[src/rtl/cmp_irq_pkg.sv]
package cmp_irq_pkg;
  localparam int REG_W = 8;

  localparam int BIT_DIS  = 7;
  localparam int BIT_REF  = 6;
  localparam int BIT_LIVE = 5;
  localparam int BIT_FLAG = 4;
  localparam int BIT_EN   = 3;
  localparam int BIT_RSVD = 2;
  localparam int BIT_MODE = 0;
  localparam int MODE_W   = 2;

  typedef enum logic [MODE_W-1:0] {
    MODE_TOGGLE = 2'b00,
    MODE_NONE   = 2'b01,
    MODE_FALL   = 2'b10,
    MODE_RISE   = 2'b11
  } edge_mode_e;
endpackage

[src/rtl/cmp_sync.sv]
module cmp_sync #(
  parameter int STAGES = 2
) (
  input  logic clk,
  input  logic rst_n,
  input  logic din,
  input  logic force_low,
  output logic dout
);
  logic [STAGES-1:0] stage_q;
  logic [STAGES-1:0] stage_d;

  always_comb begin
    stage_d = stage_q;
    stage_d[0] = din;
    for (int i = 1; i < STAGES; i++) begin
      stage_d[i] = stage_q[i-1];
    end
  end

  always_ff @(posedge clk or negedge rst_n) begin
    if (!rst_n) begin
      stage_q <= '0;
    end else begin
      stage_q <= stage_d;
    end
  end

  assign dout = stage_q[STAGES-1] & ~force_low;
endmodule

[src/rtl/cmp_edge_det.sv]
module cmp_edge_det
  import cmp_irq_pkg::*;
(
  input  logic       clk,
  input  logic       rst_n,
  input  logic       level,
  input  logic       block,
  input  edge_mode_e mode,
  output logic       evt
);
  logic prev_q;
  logic rise;
  logic fall;
  logic hit;

  always_ff @(posedge clk or negedge rst_n) begin
    if (!rst_n) begin
      prev_q <= 1'b0;
    end else begin
      prev_q <= level;
    end
  end

  assign rise = level & ~prev_q;
  assign fall = ~level & prev_q;

  always_comb begin
    unique case (mode)
      MODE_TOGGLE: hit = rise | fall;
      MODE_FALL:   hit = fall;
      MODE_RISE:   hit = rise;
      default:     hit = 1'b0;
    endcase
  end

  assign evt = hit & ~block;

  AST_RSVD_MODE_QUIET: assert property (@(posedge clk) disable iff (!rst_n)
    (mode == MODE_NONE) |-> !evt);
endmodule

[src/rtl/cmp_flag.sv]
module cmp_flag (
  input  logic clk,
  input  logic rst_n,
  input  logic set_evt,
  input  logic clr_sw,
  input  logic clr_ack,
  output logic flag
);
  logic flag_q;
  logic flag_d;
  logic clr_any;

  assign clr_any = clr_sw | clr_ack;

  always_comb begin
    flag_d = flag_q;
    if (set_evt) begin
      flag_d = 1'b1;
    end else if (clr_any) begin
      flag_d = 1'b0;
    end
  end

  always_ff @(posedge clk or negedge rst_n) begin
    if (!rst_n) begin
      flag_q <= 1'b0;
    end else begin
      flag_q <= flag_d;
    end
  end

  assign flag = flag_q;

  AST_SET_WINS: assert property (@(posedge clk) disable iff (!rst_n)
    set_evt |=> flag_q);
  AST_CLEAR_TAKES: assert property (@(posedge clk) disable iff (!rst_n)
    (clr_any && !set_evt) |=> !flag_q);
  AST_FLAG_HOLDS: assert property (@(posedge clk) disable iff (!rst_n)
    (!clr_any && !set_evt) |=> $stable(flag_q));
endmodule

[src/rtl/cmp_irq_ctrl.sv]
module cmp_irq_ctrl
  import cmp_irq_pkg::*;
#(
  parameter int SYNC_STAGES = 2,
  parameter int RST_STAGES  = 2
) (
  input  logic             clk,
  input  logic             rst_n,
  input  logic             cmp_raw,
  input  logic             wr_en,
  input  logic [REG_W-1:0] wr_data,
  output logic [REG_W-1:0] rd_data,
  input  logic             gie,
  input  logic             irq_ack,
  output logic             irq_req,
  output logic             cmp_disable,
  output logic             ref_sel
);
  logic [RST_STAGES-1:0] rst_pipe_q;
  logic                  rst_int_n;

  always_ff @(posedge clk or negedge rst_n) begin
    if (!rst_n) begin
      rst_pipe_q <= '0;
    end else begin
      rst_pipe_q <= {rst_pipe_q[RST_STAGES-2:0], 1'b1};
    end
  end
  assign rst_int_n = rst_pipe_q[RST_STAGES-1];

  logic              dis_q, dis_d;
  logic              ref_q, ref_d;
  logic              en_q, en_d;
  logic [MODE_W-1:0] mode_q, mode_d;
  logic              ctrl_we;

  assign ctrl_we = wr_en;

  always_comb begin
    dis_d  = dis_q;
    ref_d  = ref_q;
    en_d   = en_q;
    mode_d = mode_q;
    if (ctrl_we) begin
      dis_d  = wr_data[BIT_DIS];
      ref_d  = wr_data[BIT_REF];
      en_d   = wr_data[BIT_EN];
      mode_d = wr_data[BIT_MODE +: MODE_W];
    end
  end

  always_ff @(posedge clk or negedge rst_int_n) begin
    if (!rst_int_n) begin
      dis_q  <= 1'b0;
      ref_q  <= 1'b0;
      en_q   <= 1'b0;
      mode_q <= '0;
    end else begin
      dis_q  <= dis_d;
      ref_q  <= ref_d;
      en_q   <= en_d;
      mode_q <= mode_d;
    end
  end

  logic live;
  logic evt;
  logic flag;

  cmp_sync #(.STAGES(SYNC_STAGES)) u_sync (
    .clk       (clk),
    .rst_n     (rst_int_n),
    .din       (cmp_raw),
    .force_low (dis_q),
    .dout      (live)
  );

  cmp_edge_det u_edge (
    .clk   (clk),
    .rst_n (rst_int_n),
    .level (live),
    .block (dis_q),
    .mode  (edge_mode_e'(mode_q)),
    .evt   (evt)
  );

  cmp_flag u_flag (
    .clk     (clk),
    .rst_n   (rst_int_n),
    .set_evt (evt),
    .clr_sw  (wr_en & wr_data[BIT_FLAG]),
    .clr_ack (irq_ack),
    .flag    (flag)
  );

  always_comb begin
    rd_data                       = '0;
    rd_data[BIT_DIS]              = dis_q;
    rd_data[BIT_REF]              = ref_q;
    rd_data[BIT_LIVE]             = live;
    rd_data[BIT_FLAG]             = flag;
    rd_data[BIT_EN]               = en_q;
    rd_data[BIT_MODE +: MODE_W]   = mode_q;
  end

  assign irq_req     = flag & en_q & gie;
  assign cmp_disable = dis_q;
  assign ref_sel     = ref_q;

  AST_IRQ_NEEDS_ALL: assert property (@(posedge clk) disable iff (!rst_int_n)
    irq_req |-> (gie && rd_data[BIT_EN] && rd_data[BIT_FLAG]));
  AST_DIS_LIVE_LOW: assert property (@(posedge clk) disable iff (!rst_int_n)
    cmp_disable |-> !rd_data[BIT_LIVE]);
  AST_DIS_NO_SET: assert property (@(posedge clk) disable iff (!rst_int_n)
    (cmp_disable && !rd_data[BIT_FLAG]) |=> !rd_data[BIT_FLAG]);
endmodule

[config.mk]
export PLATFORM = sky130hd
export DESIGN_NAME = cmp_irq_ctrl
export DESIGN_NICKNAME = d
export VERILOG_FILES = /design/src/rtl/cmp_irq_pkg.sv /design/src/rtl/cmp_sync.sv /design/src/rtl/cmp_edge_det.sv /design/src/rtl/cmp_flag.sv /design/src/rtl/cmp_irq_ctrl.sv
export SDC_FILE = /design/constraint.sdc
export NUM_CORES = 1
export LEC_CHECK = 0
export BUFFER_PORTS_ARGS = -buffer_cell sky130_fd_sc_hd__buf_4
export CAP_MARGIN = 40
export CORE_AREA = 2 2 39 41
export CTS_CLUSTER_DIAMETER = 100
export DETAILED_ROUTE_END_ITERATION = 10
export DIE_AREA = 0 0 41 43
export PLACE_DENSITY_LB_ADDON = 0.15
export SYNTH_ARGS = -nofsm -noshare
export SYNTH_HDL_FRONTEND = slang
export SYNTH_HIERARCHICAL = 1
export SYNTH_SLANG_ARGS = --single-unit
[constraint.sdc]
create_clock -name clk -period 0.8 [get_ports clk]
set_input_delay 0 -clock clk [delete_from_list [all_inputs] [get_ports clk]]
set_output_delay 0 -clock clk [all_outputs]
set_load 0.01 [all_outputs]
Yosys cells after proc, flatten, opt, wreduce, memory -nomap -nowiden
Cells that the tools add are included.
- add/sub/neg operators: 0
- $mul: 0
- div/mod/pow operators: 0
- $lt $le $gt $ge: 0
- equal/unequal tests: 2
- shifts and indexed selects: 0
- muxes and demuxes: 3
- bitwise logic cells: 12
- reductions and logical operators: 2
- operator list (cell ; number):
    $and A1 B1 Y1 ; 7
    $eq A2 B2 Y1 const B ; 2
    $not A1 Y1 ; 3
    $pmux W1 S3 ; 1
    $logic_not A2 Y1 ; 1
    $mux W1 ; 2
    $or A1 B1 Y1 ; 2
    $reduce_bool A2 Y1 ; 1
- flip-flop bits (word level): 11
- bits in latches: 0
- bits in writable memories: 0
- bits in read-only memories: 0
- input bits: 14
- output and inout port bits: 11
- logic and storage cells: 27
- memories kept: 0

Logic depth before layout (Yosys ltp)
Gate-level depths: netlist (run 1).
- depth in word-level cells: 8
- mapped depth: 6
- depth with buffers taken out: 6

Cells and area by module
The synthesis (run 1) kept the hierarchy.
- modules (own cells, without submodules) (module ; times used ; cells each ; area each (um^2) ; seq. area each (um^2)):
    cmp_irq_ctrl ; 1 ; 22 ; 297.8 ; 175.2
    cmp_edge_det ; 1 ; 9 ; 95.1 ; 25.0
    cmp_sync ; 1 ; 3 ; 63.8 ; 50.0
    cmp_flag ; 1 ; 3 ; 36.3 ; 25.0

Worst setup path after synthesis (run 1)
Ideal clock, no wire load.
- path type: flip-flop to flip-flop
- start point: register dis_q (netlist: cmp_disable)
- end point: register u_flag.flag_q (netlist: u_flag/flag)
- library setup time: 64 ps
- data arrival time: 1341 ps
- required time: 736 ps
- path slack: -605 ps
- cell stages (with the launch flop): 7
- path buffers: 0
- clock period less this slack: 1405 ps
- cell sequence: dfrtp_1 nor2b_4 inv_1 ha_1 nor2b_1 o41ai_2 a21o_1
- longest elaborated chain between the ends: 8
- elaborated cells between the ends (all ways): 10
- classes of those cells: mux (2); bitwise (7); reduce/logical (1)
- RTL lines (element ; RTL line ; source):
    start, declared ; cmp_irq_ctrl.sv:31 ; logic dis_q, dis_d;
    start signal, assigned ; cmp_irq_ctrl.sv:59 ; dis_q <= dis_d;
    $not A1 Y1 * ; cmp_sync.sv:29 ; assign dout = stage_q[STAGES-1] & ~force_low;
    $and A1 B1 Y1 * ; cmp_sync.sv:29 ;
    named net live ; cmp_irq_ctrl.sv:66 ; logic live;
    $not A1 Y1 ; cmp_edge_det.sv:25 ; assign fall = ~level & prev_q;
    $and A1 B1 Y1 ; cmp_edge_det.sv:25 ;
    $or A1 B1 Y1 ; cmp_edge_det.sv:29 ; MODE_TOGGLE: hit = rise | fall;
    $pmux W1 S3 * ; cmp_edge_det.sv:28 ; unique case (mode)
    $and A1 B1 Y1 * ; cmp_edge_det.sv:36 ; assign evt = hit & ~block;
    named net evt ; cmp_irq_ctrl.sv:67 ; logic evt;
    $mux W1 / $reduce_bool A2 Y1 (equally long branches) ; n/a ;
    end signal, assigned ; cmp_flag.sv:28 ; flag_q <= flag_d;
    end, declared ; cmp_flag.sv:9 ; logic flag_q;
Mark *: on every way through the listed nets, which the timed path passes. The rest lies on a longest branch.
A chain may end at the register's enable or synchronous reset.

Worst setup path in the final report (run 1)
- start point: register dis_q (netlist: cmp_disable)
- end point: register u_flag.flag_q (netlist: u_flag/flag)
- longest elaborated chain between the ends: 8
- elaborated cells between the ends (all ways): 10
- classes of those cells: mux (2); bitwise (7); reduce/logical (1)
- RTL lines (element ; RTL line):
    $not A1 Y1 * ; cmp_sync.sv:29, cmp_edge_det.sv:36
    $and A1 B1 Y1 ; cmp_sync.sv:29
    $not A1 Y1 ; cmp_edge_det.sv:25
    $and A1 B1 Y1 ; cmp_edge_det.sv:25
    $or A1 B1 Y1 ; cmp_edge_det.sv:29
    $pmux W1 S3 ; cmp_edge_det.sv:28
    $and A1 B1 Y1 * ; cmp_edge_det.sv:36
    named net evt ; cmp_irq_ctrl.sv:67
    $mux W1 / $reduce_bool A2 Y1 (equally long branches) ; n/a
Marked as above.

==> impl_metrics.py, run 1 <==
metrics = {
    "status": {
        "status": "complete, but fails checks",
        "violations": "negative setup slack",
    },
    "placement": {
        "postPlaceCellArea_um2": 642,
        "place.gp.congestion": 0.601,
        "place.port_buffers": 21,
        "hpwlAfterDp_um": 727,
    },
    "worst_setup_path": {
        "worstPathCellList": "nor2b_4 -> inv_2 -> ha_4 -> nor2b_4 -> o41ai_2 -> a21o_1",
        "path_buf_inv": 1,
        "worst_path_dominant_cell_family": "flip-flops",
        "crit_slowest_cell": "dfrtp_2",
        "critPathKind": "register to register",
        "worstPathArrival_ns": 1.59,
        "required_ns": 1.01,
        "end_kind": "register",
        "cpMostUsedCell": "nor2b_4",
        "critPathMaxStageDelay_ns": 0.42,
        "cp_max_fo": 2,
        "critical_path.startpoint_type": "register",
    },
    "detailed_routing": {
        "first_iter_violations": 1,
        "vias_per_cell": 4.26,
        "antenna_left": 0,
        "wl_per_cell_um": 11.2,
        "vias": 362,
        "route.detailed.drc": 0,
        "drt-pass1-iter-count": 2,
        "routed_wl_um": 953,
    },
    "cts": {
        "clock_latency_ns": 0.26,
        "cts_sinks": 11,
        "cts_buffers": 3,
        "clk_pin_slew_worst_paths_ns": 0.07,
        "h-tree-depth": 1,
        "clock_path_buffers": 2,
        "cts_tree": "yes",
        "cts_root_buf": "clkbuf_4",
    },
    "floorplan": {
        "die_w_um": 41,
        "rows": 14,
        "io_pins": 25,
        "start_util": 0.356,
        "core_area_um2": 1380,
        "dieArea_um2": 1760,
        "dieHeight_um": 43,
    },
    "finish": {
        "drive_above_1_share": 0.638,
        "diodes": 0,
        "nets": 86,
        "final_common_cell": "buf_4",
        "fin_area_um2": 828,
        "fillCellCount": 127,
        "syn_to_final_growth_pct": 68.0,
        "most-common-layout-cells": "buf_4 (18), dfrtp_1 (9), buf_6 (9)",
    },
    "timing": {
        "fmax_mhz": 725,
        "skew_ns": 0.00521,
        "setup_viol": 15,
        "fin_crit_sh": 1.72,
        "hold_ws_ns": 0.0399,
        "period_needed_ns": 1.38,
        "slew_violations": 0,
        "finalHoldViolations": 0,
        "rsz0062_at_grt": "true",
        "setup_slack_ns": -0.580,
    },
    "global_routing": {
        "grt_pass1_wl_um": 1500,
        "grt_max_degree": 10,
        "grt.overflow.total": 0,
        "grt_pass1_vias": 373,
        "grt_usage": 0.140,
        "antenna_found_initial": 0,
    },
    "hold_path": {
        "hold_path.class": "input port to register",
    },
    "yosys": {
        "ys_warn_count": 6,
        "synth_cell_types": 14,
        "synth.ff_latch_count": 11,
        "synthCells": 37,
        "syn_nets": 53,
        "syn_area_per_cell_um2": 13.3,
        "synthesis.area_um2": 493,
        "synth_seq_area_share": 0.558,
    },
    "job": {
        "cap_violations": 0,
    },
    "power_and_ir_drop": {
        "peakVddDrop_mv": 0.890,
        "power.leakage_nw": 0.408,
        "power_density_nw_per_um2": 1680,
    },
}
==> Yosys cell counts <==
master	count	area [um2]
nor2b_4	1	13.8
conb_1	2	7.51
and2_2	1	7.51
nand4b_1	1	8.76
and3_1	1	6.26
mux2_2	5	56.3
a21o_1	1	7.51
dfrtp_1	11	275
buf_4	6	45.0
o41ai_2	1	16.3
nor2b_1	2	12.5
ha_1	2	25.0
inv_1	2	7.51
nor2_1	1	3.75
==> what timing repair did <==
| item | 4_1_cts | 5_1_grt |
|---|---|---|
| pin swaps | 1 | 2 |
| hold endpoints to repair | 8 | 0 |
| hold buffers | 7 | 0 |
| gates resized for setup | 9 | 6 |
| buffers inserted | 4 | 0 |
| setup endpoints to repair | 14 | 16 |
==> path summary, 6_finish.rpt <==
path	start	to	slack [ns]	cells after the start
worst max-delay path	cmp_disable$_DFFE_PN0P_	u_flag/flag$_DFFE_PN0P_	-0.58	6
worst min-delay path	irq_ack	u_flag/flag$_DFFE_PN0P_	0.04	3
worst max register to register	cmp_disable$_DFFE_PN0P_	u_flag/flag$_DFFE_PN0P_	-0.58	6
worst min register to register	rst_pipe_q[1]$_DFF_PN0_	u_flag/flag$_DFFE_PN0P_	0.14	0
max in group asynchronous	rst_pipe_q[1]$_DFF_PN0_	mode_q[1]$_DFFE_PN0P_	0.38	0
min in group asynchronous	rst_n	rst_pipe_q[1]$_DFF_PN0_	0.05	2
==> metrics by stage <==
step / util / TNS (ns) / worst slack, ns / cells / total power (W)
after floorplan: - / -0.620 / -0.578 / 37 / 0.000798
after global placement: 0.464 / -0.666 / -0.536 / 70 / 0.000905
after detailed placement: 0.464 / -0.717 / -0.567 / 70 / 0.000920
after CTS: 0.580 / -2.47 / -0.579 / 85 / 0.00140
after global routing: 0.599 / -3.07 / -0.647 / 85 / 0.00150
final: 0.599 / -2.35 / -0.580 / 85 / 0.00139
==> where the power goes <==
group	internal, W	switching [W]	leakage (nW)	total, W
logic	0.000252	0.000118	0.264	0.000370
registers	0.000606	0.0000498	0.129	0.000655
clock network	0.000193	0.000177	0.0150	0.000370
==> kinds of logic (layout without fill, tap and decap cells) <==
| group | after synthesis | count (layout) | synth area share |
|---|---|---|---|
| DFF | 11 | 11 | 0.558 |
| buffers and inverters | 8 | 40 | 0.107 |
| and+or+nand+nor | 7 | 7 | 0.107 |
| muxes | 5 | 5 | 0.114 |
| adders and majority gates | 2 | 2 | 0.0508 |
| other | 2 | 2 | 0.0152 |
| AOI/OAI and AO/OA | 2 | 2 | 0.0482 |
==> flip-flops by register name, indices dropped and copies added (netlist names) <==
name / count
rst_pipe_q: 2
mode_q: 2
ref_sel: 1
en_q: 1
u_sync/stage_q: 2
u_flag/flag: 1
cmp_disable: 1
u_edge/prev_q: 1
==> per-layer routing <==
layer	share of wire	global-route usage	vias up
met5	0	0	-
li1	-	-	178
met2	0.55	0.222	10
met1	0.40	0.144	172
met3	0.036	0.0471	2
met4	0.012	0.100	0
==> cell type report <==
cell class | count | area (um2) | area share
multi-input cells | 18 | 190 | 0.230
repair buffers | 34 | 307 | 0.370
well taps | 16 | 20.0 | 0.0242
flip-flops and latches | 11 | 278 | 0.335
clock buffers | 4 | 26.3 | 0.0317
inverters | 2 | 7.51 | 0.00906
==> worst min-delay path: stages <==
cell    delay [ns]
buf_4         0.08
nor2_1        0.03
a21o_1        0.16
Note: power is estimated with default switching activity, not from simulation.
==> run 2: changes to the inputs <==
ABC_AREA = 1   (was default)
==> impl_metrics.py, run 2 <==
metrics = {
    "finish": {
        "most-common-layout-cells": "nand2_1 (20), buf_4 (19), buf_6 (13)",
        "syn_to_final_growth_pct": 83.7,
        "nets": 117,
        "final_common_cell": "nand2_1",
        "layout.cells.non_filler": 116,
        "top_regs": "mode_q (2), rst_pipe_q (2), u_sync/stage_q (2)",
        "drive_above_1_share": 0.470,
        "diodes": 0,
    },
    "placement": {
        "place_inst": 97,
        "place.port_buffers": 21,
        "hpwlAfterDp_um": 670,
        "place.gp.congestion": 0.674,
    },
    "yosys": {
        "synth_cell_types": 10,
        "syn_nets": 77,
        "synth_flop_cell": "dfrtp_1",
        "ys_warn_count": 6,
        "synth_seq_area_share": 0.543,
        "yosys.area.top_type": "dfrtp_1",
        "synth_edf_count": 0,
        "synthesis.area_um2": 507,
        "synth_area_leaders": "dfrtp_1 (54%), nand2_1 (17%), buf_4 (8.9%), inv_1 (7.4%), ha_1 (4.9%)",
        "syn_area_per_cell_um2": 8.31,
        "yosys.area.top_type_share": 0.543,
        "yosysMostFrequentCell": "nand2_1",
        "synthArstFlopShare": 1.00,
        "synth.ff_latch_count": 11,
        "synthCells": 61,
        "synth_common_cells": "nand2_1 (23), dfrtp_1 (11), inv_1 (10), buf_4 (6), nor2_1 (4)",
    },
    "status": {
        "violations": "negative setup slack",
        "status": "complete, but fails checks",
    },
    "floorplan": {
        "start_util": 0.366,
        "dieArea_um2": 1760,
        "core_area_um2": 1380,
        "die_w_um": 41,
        "io_pins": 25,
        "dieHeight_um": 43,
        "rows": 14,
    },
    "hold_path": {
        "hold_path.class": "input port to asynchronous set/reset pin",
    },
    "timing": {
        "rsz0062_at_grt": "true",
        "fin_crit_sh": 1.56,
        "finalHoldViolations": 0,
        "skew_ns": 0.00370,
        "slew_violations": 0,
        "fmax_mhz": 803,
        "setup_viol": 14,
        "period_needed_ns": 1.24,
        "setup_slack_ns": -0.445,
        "setup_tns_ns": -2.08,
    },
    "detailed_routing": {
        "drt-pass1-iter-count": 4,
        "vias": 481,
        "routed_wl_um": 1150,
        "antenna_left": 0,
        "wl_per_cell_um": 9.95,
        "first_iter_violations": 9,
        "vias_per_cell": 4.15,
        "route.detailed.drc": 0,
    },
    "worst_setup_path": {
        "cp_max_fo": 2,
        "rrSetupSlack_ns": -0.44,
        "timing.rr.end": "u_flag/flag$_DFFE_PN0P_",
        "end_kind": "register",
        "regToRegStartpoint": "u_sync/stage_q[1]$_DFF_PN0_",
        "required_ns": 0.96,
        "critical_path.startpoint_type": "register",
        "worstPathArrival_ns": 1.41,
        "r2r_cells": 11,
        "critPathKind": "register to register",
    },
    "cts": {
        "clock_latency_ns": 0.26,
        "cts_buffers": 3,
        "clock_path_buffers": 2,
        "cts_root_buf": "clkbuf_4",
        "cts_sinks": 11,
        "clk_pin_slew_worst_paths_ns": 0.07,
        "h-tree-depth": 1,
        "cts_tree": "yes",
    },
    "global_routing": {
        "antenna_found_initial": 0,
        "grt_pass1_wl_um": 1680,
        "grt.overflow.total": 0,
        "grt_max_degree": 10,
        "grt_pass1_vias": 432,
        "grt_usage": 0.148,
    },
    "power_and_ir_drop": {
        "power.leakage_nw": 0.504,
        "power_density_nw_per_um2": 1550,
        "p_total_w": 0.00145,
        "peakVddDrop_mv": 1.01,
    },
    "job": {
        "cap_violations": 0,
    },
}
[run 2: cell types whose count changed in the layout (fill, tap and decap cells not counted), sizes merged, moves of 3 or more]
cell	previous run	this run
nand2	0	23
nor2	1	5
mux2	5	0
buf	27	32
nor2b	3	0
inv	2	11
[run 2: final cells by class]
| type | instances | area, um2 |
|---|---|---|
| clock buffers | 4 | 26.3 |
| well taps | 16 | 20.0 |
| multi-input cells | 33 | 186 |
| fillers | 111 | 453 |
| inverters | 11 | 41.3 |
| flip-flops and latches | 11 | 278 |
| repair buffers | 41 | 379 |
[run 2: repair_timing]
item	in CTS	in global routing
cloned	0	0
setup endpoints to repair	11	14
hold buffers	9	0
endpoints found under the hold margin	9	0
setup buffers	3	3
resized for setup	11	12
pin swaps	3	7
[run 2: power breakdown]
part / internal, W / switching, W / leakage, nW
sequential: 0.000603 / 0.0000502 / 0.130
clock: 0.000193 / 0.000178 / 0.0150
combinational: 0.000270 / 0.000153 / 0.358
[run 2: worst max path at each step]
stage,from,cells past startpoint,slack [ns],to
3_3_place_gp,u_sync/stage_q[1]$_DFF_PN0_,10,-0.41,u_flag/flag$_DFFE_PN0P_
4_1_cts,cmp_disable$_DFFE_PN0P_,8,-0.45,u_flag/flag$_DFFE_PN0P_
5_1_grt,cmp_disable$_DFFE_PN0P_,8,-0.54,u_flag/flag$_DFFE_PN0P_
3_5_place_dp,cmp_disable$_DFFE_PN0P_,8,-0.45,u_flag/flag$_DFFE_PN0P_
6_report,u_sync/stage_q[1]$_DFF_PN0_,11,-0.44,u_flag/flag$_DFFE_PN0P_
2_1_floorplan,cmp_disable$_DFFE_PN0P_,8,-0.44,u_flag/flag$_DFFE_PN0P_
[run 2: logic make-up (layout without fill, tap and decap cells)]
group | count (synthesis) | in the layout | share of synthesized area
AND/OR/NAND/NOR | 28 | 28 | 0.212
buffers and inverters | 17 | 56 | 0.170
flip-flops | 11 | 11 | 0.543
adder cells (fa/ha/maj) | 2 | 2 | 0.0494
other | 2 | 2 | 0.0148
AO/OA/AOI/OAI | 1 | 1 | 0.00987
[run 2: per-layer routing]
layer	part of all wire	GRT usage
met1	0.36	0.166
met2	0.59	0.234
met3	0.036	0.0471
met4	0.015	0.0800
met5	0	0
[run 2: metrics by stage]
step / setup WS [ns] / util / hold slack [ns] / cell area, um2
4_1_cts: -0.449 / 0.620 / 0.0402 / 858
2_1_floorplan: -0.440 / - / -0.296 / 513
3_3_place_gp: -0.405 / 0.494 / -0.217 / 683
6_report: -0.445 / 0.673 / 0.0366 / 931
3_5_place_dp: -0.447 / 0.494 / -0.216 / 683
5_1_grt: -0.544 / 0.673 / 0.0496 / 931
[run 2: critical path, stage by stage, from the launching register on]
cell	delay [ns]
dfrtp_1	0.38
inv_2	0.07
nor2_4	0.03
buf_4	0.13
buf_6	0.11
ha_4	0.14
nand2_2	0.04
inv_1	0.03
nor2_1	0.08
nor2_1	0.05
inv_1	0.04
nand2_1	0.04
==> run 3: changes to the inputs <==
==> constraint.sdc (replaced) <==
create_clock -name clk -period 0.8 [get_ports clk]
set_input_delay 0.04 -clock clk [delete_from_list [all_inputs] [get_ports clk]]
set_output_delay 0.04 -clock clk [all_outputs]
set_load 0.005 [all_outputs]
==> impl_metrics.py, run 3 (synthesis gave the netlist of run 2 again) <==
metrics = {
    "placement": {
        "place.port_buffers": 21,
        "postPlaceCellArea_um2": 677,
        "hpwlAfterDp_um": 676,
        "place_inst": 97,
        "place.gp.congestion": 0.718,
    },
    "hold_path": {
        "hold_path.class": "input port to register",
        "whs_path_depth": 3,
        "hold_start": "wr_en",
        "whs_endpoint": "ref_sel$_DFFE_PN0P_",
    },
    "timing": {
        "fmax_mhz": 855,
        "setup_viol": 14,
        "hold_ws_ns": 0.0289,
        "skew_ns": 0.00341,
        "rsz0062_at_grt": "true",
        "setup_slack_ns": -0.370,
        "period_needed_ns": 1.17,
        "finalHoldViolations": 0,
        "setup_tns_ns": -2.16,
        "slew_violations": 0,
        "fin_crit_sh": 1.46,
    },
    "global_routing": {
        "gr-usage-met2": 0.234,
        "grt_pass1_vias": 439,
        "grt_pass1_wl_um": 1770,
        "use_met3": 0.0524,
        "grt.overflow.total": 0,
        "antenna_found_initial": 0,
        "grt_max_degree": 10,
        "top_usage_layer": "met2",
        "gr-usage-met1": 0.178,
        "grt_usage": 0.149,
    },
    "job": {
        "cap_violations": 0,
    },
    "power_and_ir_drop": {
        "peakVddDrop_mv": 1.02,
        "power.leakage_nw": 0.510,
        "power_density_nw_per_um2": 1560,
    },
    "finish": {
        "final_common_cell": "buf_4",
        "seq_area_um2": 277,
        "multiInputGateArea_um2": 171,
        "top_regs": "mode_q (2), rst_pipe_q (2), u_sync/stage_q (2)",
        "fillCellCount": 129,
        "syn_to_final_growth_pct": 82.2,
        "most-common-layout-cells": "buf_4 (23), nand2_1 (21), buf_6 (12)",
        "layout.cells.non_filler": 118,
        "fin_area_um2": 923,
        "drive_above_1_share": 0.490,
        "diodes": 0,
        "nets": 119,
    },
    "worst_setup_path": {
        "critPathMaxStageDelay_ns": 0.39,
        "end_kind": "register",
        "cp_max_fo": 2,
        "worstPathArrival_ns": 1.39,
        "worst_path_dominant_cell_family": "flip-flops",
        "timing.rr.end": "u_flag/flag$_DFFE_PN0P_",
        "r2r_cells": 8,
        "required_ns": 1.02,
        "worstPathCellList": "nor2_2 -> inv_2 -> ha_4 -> o21ai_2 -> nand2_1 -> nor2_1 -> inv_1 -> nand2_1",
        "critical_path.startpoint_type": "register",
        "cp.depth": 8,
        "rrSetupSlack_ns": -0.37,
        "crit_slowest_cell": "dfrtp_1",
        "path_buf_inv": 2,
        "regToRegStartpoint": "cmp_disable$_DFFE_PN0P_",
        "critPathKind": "register to register",
        "cpMostUsedCell": "nand2_1",
    },
    "detailed_routing": {
        "route.detailed.drc": 0,
        "antenna_left": 0,
        "routed_wl_um": 1120,
        "wl_per_cell_um": 9.49,
        "vias": 479,
        "drt-pass1-iter-count": 2,
        "vias_per_cell": 4.06,
        "first_iter_violations": 4,
    },
    "status": {
        "status": "complete, but fails checks",
        "violations": "negative setup slack",
    },
    "floorplan": {
        "dieArea_um2": 1760,
        "io_pins": 25,
        "dieHeight_um": 43,
        "core_area_um2": 1380,
        "rows": 14,
        "start_util": 0.366,
        "die_w_um": 41,
    },
    "cts": {
        "clock_latency_ns": 0.27,
        "clock_path_buffers": 2,
        "cts_root_buf": "clkbuf_4",
        "clk_pin_slew_worst_paths_ns": 0.07,
        "cts_buffers": 3,
        "cts_sinks": 11,
        "cts_tree": "yes",
        "h-tree-depth": 1,
    },
}
[run 3: cell types whose count changed in the layout (fill, tap and decap cells not counted), sizes merged]
cell / before / now
buf: 32 / 35
dlygate4sd3: 9 / 8
[run 3: worst reg2reg max path, stage by stage (launching register included)]
cell	delay (ns)
dfrtp_1	0.39
nor2_2	0.13
inv_2	0.06
ha_4	0.21
o21ai_2	0.10
nand2_1	0.05
nor2_1	0.09
inv_1	0.05
nand2_1	0.05
[run 3: worst max path at each step]
stage / from / slack (ns) / to
floorplan: cmp_disable$_DFFE_PN0P_ / -0.45 / u_flag/flag$_DFFE_PN0P_
global placement: u_sync/stage_q[1]$_DFF_PN0_ / -0.38 / u_flag/flag$_DFFE_PN0P_
detailed placement: cmp_disable$_DFFE_PN0P_ / -0.41 / u_flag/flag$_DFFE_PN0P_
CTS: cmp_disable$_DFFE_PN0P_ / -0.41 / u_flag/flag$_DFFE_PN0P_
global route: cmp_disable$_DFFE_PN0P_ / -0.48 / u_flag/flag$_DFFE_PN0P_
finish: cmp_disable$_DFFE_PN0P_ / -0.37 / u_flag/flag$_DFFE_PN0P_
[run 3: per-layer routing]
metal | wire (um) | vias up
met3 | 55 | 3
met2 | 613 | 12
met4 | 21 | 0
met1 | 429 | 214
met5 | 0 | -
li1 | - | 250
[run 3: what timing repair did]
| action | 4_1_cts | 5_1_grt |
|---|---|---|
| hold buffers | 8 | 0 |
| pin swaps | 1 | 5 |
| endpoints found under the hold margin | 9 | 0 |
| endpoints found under the setup margin | 12 | 14 |
| buffers inserted | 5 | 5 |
| gates resized for setup | 10 | 12 |
[run 3: layout make-up]
| class | instances | share of cell area |
|---|---|---|
| multi-input cells | 33 | 0.186 |
| clock buffers | 4 | 0.0285 |
| inverters | 11 | 0.0447 |
| well taps | 16 | 0.0217 |
| repair buffers | 43 | 0.420 |
| flip-flops and latches | 11 | 0.299 |
[run 3: report_power, final]
group / switching, W / internal (W) / total [W] / leakage (nW)
combinational: 0.000134 / 0.000273 / 0.000407 / 0.363
clock: 0.000187 / 0.000193 / 0.000381 / 0.0150
sequential: 0.0000472 / 0.000602 / 0.000650 / 0.132
[run 3: through the flow]
step,setup WS (ns),utilization,total power [W]
after floorplan,-0.449,-,0.000768
after global placement,-0.378,0.489,0.000894
after detailed placement,-0.407,0.489,0.000897
after CTS,-0.406,0.614,0.00136
after global routing,-0.483,0.667,0.00152
final,-0.370,0.667,0.00144
